[config.mk]
export PLATFORM = sky130hd
export DESIGN_NAME = tbt_top
export DESIGN_NICKNAME = d
export VERILOG_FILES = /design/src/rtl/tbt_pkg.sv /design/src/rtl/tbt_prescaler.sv /design/src/rtl/tbt_regs.sv /design/src/rtl/tbt_top.sv
export SDC_FILE = /design/constraint.sdc
export NUM_CORES = 1
export LEC_CHECK = 0
export BUFFER_PORTS_ARGS = -buffer_cell sky130_fd_sc_hd__clkbuf_2
export CORE_MARGIN = 1
export CORE_UTILIZATION = 47
export DETAILED_ROUTE_END_ITERATION = 6
export PLACE_DENSITY_LB_ADDON = 0.12
export SLEW_MARGIN = 15
export SYNTH_ARGS = -nofsm -noshare
export SYNTH_HDL_FRONTEND = slang
export SYNTH_SLANG_ARGS = --single-unit
[constraint.sdc]
create_clock -name clk_i -period 1.8 [get_ports clk_i]
set_input_delay 0.09 -clock clk_i [delete_from_list [all_inputs] [get_ports clk_i]]
set_output_delay 0.09 -clock clk_i [all_outputs]
set_load 0.01 [all_outputs]
[src/rtl/tbt_pkg.sv]
package tbt_pkg;
  localparam int REG_W     = 8;
  localparam int TAP_CODES = 8;
  localparam int TAP_W     = $clog2(TAP_CODES);

  localparam int MODE_SRC_BIT = 0;
  localparam int MODE_TAP_LSB = 4;
  localparam int ICR_FLAG_BIT = 0;
  localparam int ICR_EN_BIT   = 1;
  localparam int ICR_LVL_LSB  = 6;

  // counter bit whose rising edge marks the period of a tap code
  function automatic int tap_bit(input logic [TAP_W-1:0] code);
    return (code < TAP_W'(4)) ? int'(code) + 6 : int'(code) + 8;
  endfunction
endpackage

[src/rtl/tbt_prescaler.sv]
module tbt_prescaler
  import tbt_pkg::*;
#(
  parameter int CNT_W = 16
) (
  input  logic                 clk_i,
  input  logic                 rst_ni,
  input  logic                 adv_i,
  input  logic                 clr_i,
  input  logic [TAP_W-1:0]     tap_i,
  output logic [CNT_W-1:0]     cnt_o,
  output logic                 rise_o
);
  logic [CNT_W-1:0]     cnt_q;
  logic [TAP_CODES-1:0] edge_vec;

  // edge_vec[g]: next advance takes the tapped bit from 0 to 1
  for (genvar g = 0; g < TAP_CODES; g++) begin : g_tap
    localparam int B = tap_bit(TAP_W'(g));
    assign edge_vec[g] = (&cnt_q[B-1:0]) & ~cnt_q[B];
  end

  always_ff @(posedge clk_i or negedge rst_ni) begin
    if (!rst_ni)    cnt_q <= '0;
    else if (clr_i) cnt_q <= '0;
    else if (adv_i) cnt_q <= cnt_q + 1'b1;
  end

  assign rise_o = adv_i & ~clr_i & edge_vec[tap_i];
  assign cnt_o  = cnt_q;
endmodule

[src/rtl/tbt_regs.sv]
module tbt_regs
  import tbt_pkg::*;
#(
  parameter int                ADDR_W    = 16,
  parameter logic [ADDR_W-1:0] MODE_ADDR = 16'h3F6A,
  parameter logic [ADDR_W-1:0] CLR_ADDR  = 16'h3F6B,
  parameter logic [ADDR_W-1:0] ICR_ADDR  = 16'h3FF0
) (
  input  logic              clk_i,
  input  logic              rst_ni,
  input  logic              wr_en_i,
  input  logic [ADDR_W-1:0] addr_i,
  input  logic [REG_W-1:0]  wdata_i,
  input  logic              set_i,
  output logic [REG_W-1:0]  rdata_o,
  output logic              src_o,
  output logic [TAP_W-1:0]  tap_o,
  output logic              clr_o,
  output logic              flag_o,
  output logic              en_o
);
  logic             mode_wr, icr_wr;
  logic             src_q, en_q, flag_q;
  logic [TAP_W-1:0] tap_q;
  logic [1:0]       lvl_q;
  logic             unused_wdata;

  assign mode_wr      = wr_en_i && (addr_i == MODE_ADDR);
  assign icr_wr       = wr_en_i && (addr_i == ICR_ADDR);
  assign clr_o        = wr_en_i && (addr_i == CLR_ADDR);
  assign unused_wdata = ^wdata_i[3:2];

  always_ff @(posedge clk_i or negedge rst_ni) begin
    if (!rst_ni) begin
      src_q <= 1'b0;
      tap_q <= '0;
    end else if (mode_wr) begin
      src_q <= wdata_i[MODE_SRC_BIT];
      tap_q <= wdata_i[MODE_TAP_LSB +: TAP_W];
    end
  end

  always_ff @(posedge clk_i or negedge rst_ni) begin
    if (!rst_ni) begin
      lvl_q <= '0;
      en_q  <= 1'b0;
    end else if (icr_wr) begin
      lvl_q <= wdata_i[ICR_LVL_LSB +: 2];
      en_q  <= wdata_i[ICR_EN_BIT];
    end
  end

  // hardware set wins over a software write
  always_ff @(posedge clk_i or negedge rst_ni) begin
    if (!rst_ni)     flag_q <= 1'b0;
    else if (set_i)  flag_q <= 1'b1;
    else if (icr_wr) flag_q <= wdata_i[ICR_FLAG_BIT];
  end

  always_comb begin
    rdata_o = '0;
    if (addr_i == MODE_ADDR) begin
      rdata_o[MODE_SRC_BIT]          = src_q;
      rdata_o[MODE_TAP_LSB +: TAP_W] = tap_q;
    end else if (addr_i == ICR_ADDR) begin
      rdata_o[ICR_LVL_LSB +: 2] = lvl_q;
      rdata_o[ICR_EN_BIT]       = en_q;
      rdata_o[ICR_FLAG_BIT]     = flag_q;
    end
  end

  assign src_o  = src_q;
  assign tap_o  = tap_q;
  assign flag_o = flag_q;
  assign en_o   = en_q;
endmodule

[src/rtl/tbt_top.sv]
module tbt_top
  import tbt_pkg::*;
#(
  parameter int                CNT_W     = 16,
  parameter int                ADDR_W    = 16,
  parameter logic [ADDR_W-1:0] MODE_ADDR = 16'h3F6A,
  parameter logic [ADDR_W-1:0] CLR_ADDR  = 16'h3F6B,
  parameter logic [ADDR_W-1:0] ICR_ADDR  = 16'h3FF0
) (
  input  logic              clk_i,
  input  logic              rst_ni,
  input  logic              wr_en_i,
  input  logic [ADDR_W-1:0] addr_i,
  input  logic [REG_W-1:0]  wdata_i,
  input  logic              slow_en_i,
  output logic [REG_W-1:0]  rdata_o,
  output logic              irq_o
);
  logic             src_sel, clr_wr, req_flag, int_en, tap_rise, adv;
  logic [TAP_W-1:0] tap_code;
  logic [CNT_W-1:0] cnt;

  assign adv = src_sel ? slow_en_i : 1'b1;

  tbt_regs #(
    .ADDR_W   (ADDR_W),
    .MODE_ADDR(MODE_ADDR),
    .CLR_ADDR (CLR_ADDR),
    .ICR_ADDR (ICR_ADDR)
  ) u_regs (
    .clk_i  (clk_i),
    .rst_ni (rst_ni),
    .wr_en_i(wr_en_i),
    .addr_i (addr_i),
    .wdata_i(wdata_i),
    .set_i  (tap_rise),
    .rdata_o(rdata_o),
    .src_o  (src_sel),
    .tap_o  (tap_code),
    .clr_o  (clr_wr),
    .flag_o (req_flag),
    .en_o   (int_en)
  );

  tbt_prescaler #(.CNT_W(CNT_W)) u_pre (
    .clk_i (clk_i),
    .rst_ni(rst_ni),
    .adv_i (adv),
    .clr_i (clr_wr),
    .tap_i (tap_code),
    .cnt_o (cnt),
    .rise_o(tap_rise)
  );

  assign irq_o = req_flag & int_en;
endmodule

# Word level (Yosys, flattened, before mapping)
# Cells that the tools add are included.
[op_classes]
add_sub_neg = 1
order_cmp = 1
eq_ne = 3
mux = 14
bitwise = 20
n_reduce_logical = 13
[op_table]
columns = ["operator", "count"]
rows = [
  ["16-bit by 14-bit == test with 1-bit output, second input constant", 3],
  ["16-bit two-way mux", 2],
  ["16-bit by 1-bit adder with 16-bit output, second input constant", 1],
  ["15-bit AND reduction", 1],
  ["14-bit AND reduction", 1],
  ["13-bit AND reduction", 1],
  ["12-bit AND reduction", 1],
  ["1-bit AND", 11],
  ["1-bit inverter", 9],
  ["9-bit AND reduction", 1],
  ["1-bit two-way mux", 8],
  ["8-bit AND reduction", 1],
  ["7-bit AND reduction", 1],
  ["2-bit two-way mux", 3],
  ["6-bit AND reduction", 1],
  ["3-bit by 4-bit < comparator with 1-bit output, second input constant", 1],
  ["2-bit nonzero test", 2],
  ["1-bit binary-select mux with 3-bit select", 1],
  ["1-bit logical AND", 3],
]
[word_totals]
regBits = 24
in_bits = 28
output_inout_bits = 9
elab_cells = 58

# Depth between registers and ports, before layout
# Gate-level depths: netlist of the first run.
[depth]
depth_word = 6
depth_mapped = 10
mapped_depth_nobuf = 10

# Cells and area by module
# A second synthesis of the first run with hierarchy kept.
[unflattened]
hier_cells = 145
area_unflattened_um2 = 1457.6
[modules_own_cells]
columns = ["module", "n_inst", "cells_per_inst", "area_per_inst_um2", "seq_area_each_um2"]
rows = [
  ["tbt_prescaler", 1, 104, 940.9, 400.4],
  ["tbt_regs", 1, 39, 504.2, 200.2],
  ["tbt_top", 1, 2, 12.5, 0.0],
]

# Worst setup path before layout of the first run
# No wires, ideal clock.
[synth_path]
kind = "register to register"
start = "register u_pre.cnt_q[0], in the netlist u_pre.cnt_o[0]"
end = "register u_regs.flag_q, in the netlist u_regs.flag_o"
setup_time_ns = 0.118
arrival_time_ns = 1.763
t_required_ns = 1.682
setup_slack_ns = -0.081
path_stages_with_launch = 11
n_path_buf = 0
synth_period_minus_slack_ns = 1.881
cell_sequence = "dfrtp_1 ha_1 nand2_1 nor2_1 and3_1 ha_1 nand3b_1 o21ai_0 a221oi_1 nor3_2 a21o_1"
[synth_between]
elab_chain_cells = 6
elab_cells_between_ends = 21
classes_between = "3 x mux; 9 x bitwise; 9 x reduce/logical"
[synth_lines]
columns = ["element", "line", "source"]
rows = [
  ["start, declared", "tbt_prescaler.sv:14", "logic [CNT_W-1:0] cnt_q;"],
  ["start signal, assigned", "tbt_prescaler.sv:26", "else if (adv_i) cnt_q <= cnt_q + 1'b1;"],
  ["15-bit AND reduction, or another cell as far along", "tbt_prescaler.sv:20", "assign edge_vec[g] = (&cnt_q[B-1:0]) & ~cnt_q[B];"],
  ["1-bit AND", "tbt_prescaler.sv:20", ""],
  ["1-bit binary-select mux with 3-bit select (*)", "tbt_prescaler.sv:29", "assign rise_o = adv_i & ~clr_i & edge_vec[tap_i];"],
  ["1-bit two-way mux (not written as such) (*)", "tbt_prescaler.sv:29", ""],
  ["1-bit AND (*)", "tbt_prescaler.sv:29", ""],
  ["1-bit two-way mux / 2-bit nonzero test (equally long branches)", "--", ""],
  ["end signal, assigned", "tbt_regs.sv:57", "else if (icr_wr) flag_q <= wdata_i[ICR_FLAG_BIT];"],
  ["end, declared", "tbt_regs.sv:23", "logic src_q, en_q, flag_q;"],
]
# Every way passes the cells marked *; elsewhere a longest branch is shown, timed or not. The select of a mux whose other input is x is not followed.
# A chain may end at the register's enable or synchronous reset.

# Worst setup path in the final report of the first run
[layout_path]
start = "register u_pre.cnt_q[1], in the netlist u_pre.cnt_o[1]"
end = "register u_regs.flag_q, in the netlist u_regs.flag_o"
# Same word-level chain as after synthesis.

==> run_results.csv, run 1 <==
group,metric,value,unit
setup_path,rr_startpoint,"u_pre.cnt_o[1]",
setup_path,slowest_stage,"dfrtp_1",
synth,synth_top_family_by_area,"simple AND/OR/NAND/NOR gates",
floorplan,coreArea,2805,um2
synth,netlist.area_leader.share,42.37,%
detailed_routing,first_pass_iters,6,
timing,hold_viol_final,0,
synth,synth_flop_cell,"dfrtp_1",
detailed_routing,drt_iter0_markers,38,
place,port_buffers,32,
synth,synth_simple_gate_area_share,30.89,%
setup_path,worstSetupEndpointType,"flip-flop",
place,placed_cells,207,
global_routing,grt_usage,19.31,%
synth,synthAdderAreaFrac,2.648,%
synth,synth_area_leaders,"dfrtp_1 (42%), xor2_1 (6.8%), mux2_2 (5.6%), nor2_1 (4.8%), nand2_1 (3.4%)",
synth,syn_inst,139,
final_layout,drive_gt1_share,39.25,%
timing,holdWs,0.007562,ns
synth,synthArstFlopShare,100.0,%
power,leakage,0.8936,nW
place,place_area,1655,um2
final_layout,fillers,242,
final_layout,fin_cells,217,
detailed_routing,wire_per_inst,13.56,um
cts,cts-root-buf,"clkbuf_4",
setup_path,reg2regPathDepth,10,
place,hpwl,2207,um
final_layout,diodes,0,
global_routing,antenna_found_initial,0,
timing,min_period_over_period,96.49,%
synth,synth-compound-area-share,5.825,%
timing,max_freq,575.8,MHz
detailed_routing,wirelength,2942,um
run,drv.max_cap_violation_count,0,
floorplan,chipWidth,56.92,um
synth,synth_xor_area_share,8.650,%
setup_path,crit_buf_inv,0,
power,p_total,1.214,mW
power,p_per_area,678.7,nW/um2
setup_path,critPathMaxStageDelay,0.41,ns
setup_path,arrival,1.97,ns
detailed_routing,vias_per_cell,5.346,
min_path,hold_class,"in -> reg",
timing,fin_crit,1.737,ns
cts,clk_latency,0.32,ns
cts,clk_pin_slew_worst_paths,0.14,ns
final_layout,syn2layout_area_growth,26.21,%
cts,clkSinkCount,24,
setup_path,crit_cells,10,
synth,yosys-mux-area-fraction,6.355,%
global_routing,grt_max_degree,25,
timing,drv_slew,0,
setup_path,cp.required,2.03,ns
floorplan,die_y,56.92,um
floorplan,io_pins,37,
timing,tightest_slew,0.6192,ns
cts,htree_levels,1,
synth,yosysSeqAreaShare,42.37,%
timing,setup_violations,0,
outcome,failed_checks,"DRC",
setup_path,crit_family,"compound AO/OA/AOI/OAI gates",
synth,synth_most_common_cell,"dfrtp_1",
detailed_routing,drc_errors,3,
setup_path,path_class,"reg -> reg",
synth,yosys.cell_types.count,43,
min_path,whs_path_depth,2,
synth,synth_warnings,0,
synth,synth_top_area_cell,"dfrtp_1",
floorplan,start_util,50.54,%
floorplan,rows,19,
global_routing,grt_pass1_wl,4878,um
synth,synth_area,1418,um2
setup_path,startpoint_type,"flip-flop",
cts,cts_buffers,3,
synth,netlist_top_cells_count,"dfrtp_1 (24), nor2_1 (18), nand2_1 (13)",
final_layout,num-nets-final,218,
cts,ctsLongestPathBuffers,2,
setup_path,path_max_fanout,2,
outcome,status,"finished with violations",
detailed_routing,ant_nets,0,
place,globalplace.congestion,0.7747,
synth,synth_edf_count,0,
timing,max_slew_margin,58.72,%
power,max-vdd-ir-drop,0.5907,mV
detailed_routing,num_vias,1160,
timing,rsz0062_at_grt,"yes",
global_routing,grt_overflow,0,
cts,cts_tree,"done",
place,pre_cts_ws,-0.04523,ns
synth,synth.ff_latch_count,24,
setup_path,cp_cell_sequence,"ha_2, nand2_2, nor2_4, and3_4, ha_4, nand3b_1, o21ai_2, a221oi_2, nor3_2, a21o_1",
final_layout,final_area,1789,um2
setup_path,setup.worst_path.start,"u_pre.cnt_o[1]",
timing,fin_ws,0.06314,ns
floorplan,die_area,3240,um2
min_path,min_from,"wdata_i[0]",
global_routing,grt_pass1_vias,1134,
synth,synth_area_per_cell,10.20,um2
timing,finalClockSkew,0.007470,ns
## cells by family (layout without fill, tap and decap cells)
family / count (synthesis) / count (layout)
simple gates: 70 / 70
flops: 24 / 24
xor+xnor: 14 / 14
compound gates: 12 / 12
mux: 8 / 8
buf+inv: 7 / 53
fa+ha+maj: 3 / 3
other cells: 1 / 2
## power breakdown
| part | leakage [nW] | internal, mW | switching [mW] |
|---|---|---|---|
| sequential | 0.313 | 0.604 | 0.0600 |
| combinational | 0.560 | 0.134 | 0.120 |
| clock | 0.0210 | 0.124 | 0.172 |
## per-layer routing
| metal | wire length (um) | part of all wire, % | GRT usage [%] | vias up |
|---|---|---|---|---|
| met1 | 1359 | 46 | 25.81 | 564 |
| met3 | 58 | 2.0 | 2.074 | 2 |
| met5 | 0 | 0 | 0 | - |
| met2 | 1508 | 51 | 32.77 | 13 |
| met4 | 15 | 0.51 | 6.272 | 0 |
| li1 | - | - | - | 581 |
## per-stage QoR
| stage | TNS (ns) | util, % |
|---|---|---|
| 2_1_floorplan | 0 | - |
| 3_3_place_gp | -0.006015 | 59.01 |
| 3_5_place_dp | -0.04523 | 59.01 |
| 4_1_cts | -0.006303 | 63.47 |
| 5_1_grt | -0.01204 | 63.78 |
| 6_report | 0 | 63.78 |
## registers in the layout, indices dropped and copies added (netlist names)
register / flops
u_regs.flag_o: 1
u_regs.tap_o: 3
u_regs.en_o: 1
u_regs.src_o: 1
u_regs.lvl_q: 2
u_pre.cnt_o: 16
## area by class of cell
cell class	instances	area [um2]	share of cell area (%)
Multi-Input combinational cell	109	820.8	45.87
Sequential cell	24	600.6	33.57
Timing Repair Buffer	47	285.3	15.94
Tap cell	31	38.79	2.168
Clock buffer	4	36.28	2.028
Inverter	2	7.507	0.4196
## worst paths after layout
kind | end | slack (ns)
max in group asynchronous | u_pre.cnt_o[1] | 1.10
setup reg to reg | u_regs.flag_o | 0.06
hold reg to reg | u_regs.lvl_q[1] | 0.52
setup / recovery | u_regs.flag_o | 0.06
min in group asynchronous | u_pre.cnt_o[13] | 0.29
hold / removal | u_regs.src_o | 0.008
## cell usage in the layout, fill, tap and decap left out, types with 3 or more instances in the layout
cell           synthesis  routed
buf_4                  2      10
mux2_2                 7       7
dfrtp_1               24      24
xnor2_1                3       3
nand2_1               13      12
nand4_1                4       4
dlygate4sd3_1          0       5
nand3_1                4       4
clkbuf_2               0      32
nand3b_1               3       3
and2_1                 5       5
clkbuf_4               0       3
nor2_1                18      17
xor2_1                11      11
## worst register-to-register path, cell delays in order (launching register included)
cell	delay, ns
dfrtp_1	0.41
ha_2	0.20
nand2_2	0.08
nor2_4	0.05
and3_4	0.16
ha_4	0.15
nand3b_1	0.08
o21ai_2	0.06
a221oi_2	0.26
nor3_2	0.06
a21o_1	0.16
## what timing repair did
item / CTS / global route
gates resized for setup: 8 / 2
endpoints found under the setup margin: 1 / 1
buffers inserted: 1 / 0
hold buffers: 5 / 0
pin swaps: 6 / 4
endpoints found under the hold margin: 28 / 0
No activity file was read; power rests on OpenSTA's default activity.
==> inputs of run 2 (changes only) <==
Settings changed: CORE_MARGIN 1 to default, HOLD_SLACK_MARGIN from default to 0.12.
==> run_results.csv, run 2 (same netlist as run 1, synthesis figures left out) <==
group,metric,value,unit
detailed_routing,drt_iter0_markers,36,
place,hpwl,2207,um
setup_path,crit_family,"compound AO/OA/AOI/OAI gates",
timing,min_period_over_period,96.82,%
final_layout,layout_commonest_cell,"clkbuf_2",
global_routing,grt_pass1_vias,1134,
setup_path,worst_path_most_repeated_cell,"ha_4",
floorplan,rows,19,
global_routing,grt_max_degree,25,
timing,tightest_slew,0.6165,ns
setup_path,crit_buf_inv,0,
floorplan,die_y,56.92,um
detailed_routing,vias_per_cell,5.348,
setup_path,worstSetupEndpointType,"flip-flop",
place,port_buffers,32,
detailed_routing,ant_nets,0,
final_layout,syn2layout_area_growth,29.92,%
setup_path,startpoint_type,"flip-flop",
cts,clkSinkCount,24,
final_layout,drive_gt1_share,38.95,%
global_routing,grt_pass1_wl,4905,um
global_routing,grt_overflow,0,
min_path,min_from,"addr_i[0]",
timing,max_slew_margin,58.90,%
timing,drv_slew,0,
timing,fin_crit,1.743,ns
setup_path,cp_cell_sequence,"ha_4, nand2_4, nor2_4, and3_4, ha_4, nand3b_1, o21ai_2, a221oi_2, nor3_2, a21o_1",
cts,cts_tree,"done",
floorplan,start_util,50.54,%
final_layout,diodes,0,
cts,clk_pin_slew_worst_paths,0.14,ns
outcome,status,"finished with violations",
final_layout,largest_reg_flops,16,
cts,cts_buffers,3,
power,max-vdd-ir-drop,0.6021,mV
place,placed_cells,207,
setup_path,path_max_fanout,2,
cts,htree_levels,1,
final_layout,fin_cells,221,
outcome,failed_checks,"DRC",
cts,clk_latency,0.32,ns
setup_path,arrival,1.97,ns
setup_path,crit_cells,10,
final_layout,num-nets-final,222,
min_path,hold_class,"in -> reg",
detailed_routing,num_vias,1182,
timing,setup_violations,0,
cts,ctsLongestPathBuffers,2,
detailed_routing,wirelength,3008,um
setup_path,reg2regPathDepth,10,
setup_path,path_class,"reg -> reg",
setup_path,rr_startpoint,"u_pre.cnt_o[0]",
timing,hold_viol_final,0,
floorplan,chipWidth,56.92,um
final_layout,layout_common_cells,"clkbuf_2 (32), dfrtp_1 (24), nor2_1 (17), nand2_1 (12)",
setup_path,cp.required,2.03,ns
run,drv.max_cap_violation_count,0,
detailed_routing,wire_per_inst,13.61,um
power,leakage,0.9260,nW
global_routing,grt_usage,19.41,%
power,p_total,1.225,mW
timing,rsz0062_at_grt,"yes",
timing,max_freq,573.8,MHz
setup_path,slowest_stage,"dfrtp_1",
power,p_per_area,665.2,nW/um2
floorplan,io_pins,37,
setup_path,setup.worst_path.start,"u_pre.cnt_o[0]",
detailed_routing,drc_errors,3,
floorplan,die_area,3240,um2
timing,finalClockSkew,0.005991,ns
floorplan,coreArea,2805,um2
place,globalplace.congestion,0.7747,
global_routing,antenna_found_initial,0,
min_path,whs_path_depth,4,
setup_path,critPathMaxStageDelay,0.43,ns
cts,cts-root-buf,"clkbuf_4",
final_layout,fillers,230,
detailed_routing,first_pass_iters,6,
-- run 2: cell types whose count changed in the layout (fill, tap and decap cells not counted), sizes merged --
cell,delta
buf,+1
dlygate4sd3,+3
-- run 2: worst paths after layout --
kind	endpoint	slack, ns
min	u_pre.cnt_o[11]	0.16
min in group asynchronous	u_pre.cnt_o[13]	0.29
min reg2reg	u_regs.lvl_q[1]	0.52
max in group asynchronous	u_pre.cnt_o[1]	1.10
max reg2reg	u_regs.flag_o	0.06
max	u_regs.flag_o	0.06
-- run 2: per-layer routing --
metal	vias to the layer above	wire, um	track usage, %
li1	587	-	-
met5	-	0	0
met2	24	1528	32.44
met4	0	23	6.272
met3	4	100	2.074
met1	567	1355	26.39
-- run 2: timing repair --
item,in CTS,in global routing
hold endpoints to repair,36,0
buffers inserted,1,1
hold buffers,8,0
endpoints found under the setup margin,1,5
pin swaps,6,6
resized for setup,8,4
-- run 2: cell type report --
class                           count  area [um2]  area share (%)
Clock buffer                        4       36.28           1.970
Inverter                            2       7.507          0.4076
Multi-Input combinational cell    109       835.8           45.38
Sequential cell                    24       600.6           32.61
Tap cell                           31       38.79           2.106
Timing Repair Buffer               51       322.8           17.53
-- run 2: through the flow --
step / TNS, ns / hold slack, ns / util, % / setup WS [ns] / instance area (um2)
2_1_floorplan: 0 / -0.2056 / - / 0.01830 / 1424
3_3_place_gp: -0.006015 / 0.1186 / 59.01 / -0.006015 / 1655
3_5_place_dp: -0.04523 / 0.1334 / 59.01 / -0.04523 / 1655
4_1_cts: -0.006303 / 0.1524 / 64.54 / -0.006303 / 1810
5_1_grt: -0.01033 / 0.1868 / 65.66 / -0.01033 / 1842
6_report: 0 / 0.1611 / 65.66 / 0.05721 / 1842
-- run 2: worst min-delay path, delay by kind of cell --
family,cells,cell delay (ns)
simple gates,3,0.25
buf+inv,1,0.10
-- run 2: power by group --
group	internal, mW	total [mW]	switching [mW]
logic	0.139	0.261	0.122
registers	0.604	0.669	0.0644
clock network	0.124	0.295	0.172
==> inputs of run 3 (changes only) <==
--- a/config.mk
+++ b/config.mk
@@ -8,3 +8,4 @@
 export BUFFER_PORTS_ARGS = -buffer_cell sky130_fd_sc_hd__clkbuf_2
-export CORE_UTILIZATION = 47
+export CORE_UTILIZATION = 49
+export CTS_BUF_LIST = sky130_fd_sc_hd__clkbuf_8
 export DETAILED_ROUTE_END_ITERATION = 6
@@ -12,2 +13,3 @@
 export PLACE_DENSITY_LB_ADDON = 0.12
+export SKIP_CTS_REPAIR_TIMING = 1
 export SLEW_MARGIN = 15
==> constraint.sdc (replaced) <==
create_clock -name clk_i -period 1.8 [get_ports clk_i]
set_input_delay 0 -clock clk_i [delete_from_list [all_inputs] [get_ports clk_i]]
set_output_delay 0 -clock clk_i [all_outputs]
set_load 0.01 [all_outputs]
==> run_results.csv, run 3 (same netlist as run 1, synthesis figures left out) <==
group,metric,value,unit
final_layout,largest_reg_flops,16,
global_routing,grt_pass1_vias,1135,
detailed_routing,drc_errors,0,
setup_path,worstSetupEndpointType,"flip-flop",
floorplan,io_pins,37,
power,p_per_area,694.6,nW/um2
final_layout,fin_cells,219,
cts,clk_pin_slew_worst_paths,0.09,ns
global_routing,grt_pass1_wl,4636,um
global_routing,grt_overflow,0,
timing,hold_viol_final,0,
detailed_routing,first_pass_iters,6,
timing,drv_slew,0,
setup_path,reg2reg_to,"u_regs.flag_o",
setup_path,arrival,1.97,ns
final_layout,fillers,219,
detailed_routing,ant_nets,0,
setup_path,cp_cell_sequence,"ha_2, nand2_2, nor2_2, and3_4, ha_4, nand3b_1, o21ai_1, a221oi_2, nor3_2, a21o_1",
detailed_routing,vias_per_cell,5.361,
setup_path,reg2regPathDepth,10,
final_layout,layout_common_cells,"clkbuf_2 (32), dfrtp_1 (24), nor2_1 (17), nand2_1 (12), xor2_1 (11)",
min_path,whs_path_depth,4,
global_routing,grt_usage,18.87,%
setup_path,critPathMaxStageDelay,0.39,ns
setup_path,rr_startpoint,"u_pre.cnt_o[0]",
outcome,failed_checks,"setup timing",
final_layout,drive_gt1_share,37.77,%
floorplan,die_y,55.79,um
setup_path,reg2reg_setup_slack,-0.002,ns
global_routing,grt_max_degree,25,
timing,fin_ws,-0.001673,ns
cts,clk_latency,0.27,ns
run,drv.max_cap_violation_count,0,
setup_path,cp.required,1.97,ns
timing,setup_violations,1,
cts,cts_tree,"done",
cts,clkSinkCount,24,
place,placed_cells,205,
final_layout,utilization,66.06,%
detailed_routing,drt_iter0_markers,21,
setup_path,startpoint_type,"flip-flop",
final_layout,diodes,0,
timing,max_freq,555.0,MHz
place,hpwl,2180,um
floorplan,start_util,51.41,%
detailed_routing,wire_per_inst,13.48,um
min_path,min_from,"addr_i[0]",
final_layout,layout_commonest_cell,"clkbuf_2",
place,globalplace.congestion,0.8060,
setup_path,path_max_fanout,2,
power,max-vdd-ir-drop,0.6807,mV
detailed_routing,wirelength,2952,um
timing,finalClockSkew,0.003940,ns
setup_path,path_class,"reg -> reg",
min_path,hold_path_end,"u_pre.cnt_o[5]",
timing,rsz0062_at_grt,"yes",
setup_path,slowest_stage,"dfrtp_1",
timing,min_period_over_period,100.1,%
cts,cts-root-buf,"clkbuf_8",
setup_path,crit_family,"compound AO/OA/AOI/OAI gates",
outcome,status,"finished with violations",
cts,ctsLongestPathBuffers,2,
final_layout,syn2layout_area_growth,28.51,%
floorplan,chipWidth,55.79,um
floorplan,rows,19,
timing,tightest_slew,0.6118,ns
floorplan,coreArea,2758,um2
power,leakage,0.9019,nW
final_layout,num-nets-final,220,
cts,cts_buffers,3,
timing,fin_crit,1.802,ns
setup_path,crit_buf_inv,0,
detailed_routing,num_vias,1174,
min_path,hold_class,"in -> reg",
cts,htree_levels,1,
place,port_buffers,32,
global_routing,antenna_found_initial,0,
timing,holdWs,0.1461,ns
floorplan,die_area,3112,um2
timing,max_slew_margin,59.21,%
==> run 3: cell types whose count changed in the layout (fill, tap and decap cells not counted), sizes merged <==
cell	delta
buf	-2
==> run 3: how the worst max path moves through the flow <==
| stage | startpoint | to | depth (start not counted) |
|---|---|---|---|
| 2_1_floorplan | u_pre.cnt_o[0] | u_regs.flag_o | 10 |
| 3_3_place_gp | u_pre.cnt_o[1] | u_regs.flag_o | 10 |
| 3_5_place_dp | u_pre.cnt_o[1] | u_regs.flag_o | 10 |
| 4_1_cts | u_pre.cnt_o[1] | u_regs.flag_o | 10 |
| 5_1_grt | u_pre.cnt_o[0] | u_regs.flag_o | 10 |
| 6_report | u_pre.cnt_o[0] | u_regs.flag_o | 10 |
==> run 3: worst reg2reg max path, stage by stage (launching register included) <==
cell and delay (ns):
dfrtp_1 0.39, ha_2 0.19, nand2_2 0.07, nor2_2 0.04
and3_4 0.18, ha_4 0.15, nand3b_1 0.07, o21ai_1 0.09
a221oi_2 0.29, nor3_2 0.07, a21o_1 0.16
==> run 3: through the flow <==
step	power, mW	TNS, ns	setup slack [ns]	instance area (um2)
4_1_cts	1.260	-0.06455	-0.06455	1695
3_5_place_dp	0.8801	-0.05953	-0.05953	1640
2_1_floorplan	0.7909	0	0.01830	1424
3_3_place_gp	0.8725	-0.005962	-0.005962	1640
5_1_grt	1.329	-0.06163	-0.06163	1822
6_report	1.265	-0.001673	-0.001673	1822
==> run 3: layout make-up <==
type	count	area (um2)	share of cell area, %
multi-input combinational	109	812.0	44.57
tap	31	38.79	2.129
timing repair buffer	49	307.8	16.90
inverter	2	7.507	0.4121
clock buffer	4	55.05	3.022
sequential	24	600.6	32.97
==> run 3: where the power goes <==
part | internal [mW] | switching [mW] | total [mW]
Sequential | 0.604 | 0.0691 | 0.673
Clock | 0.196 | 0.180 | 0.376
Combinational | 0.116 | 0.101 | 0.216
==> run 3: routing by layer <==
metal	part of all wire, %	up-vias	GRT usage, %
li1	-	583	-
met1	43	563	22.69
met2	52	21	34.25
met3	2.8	7	2.791
met4	1.5	0	6.429
met5	0	-	0
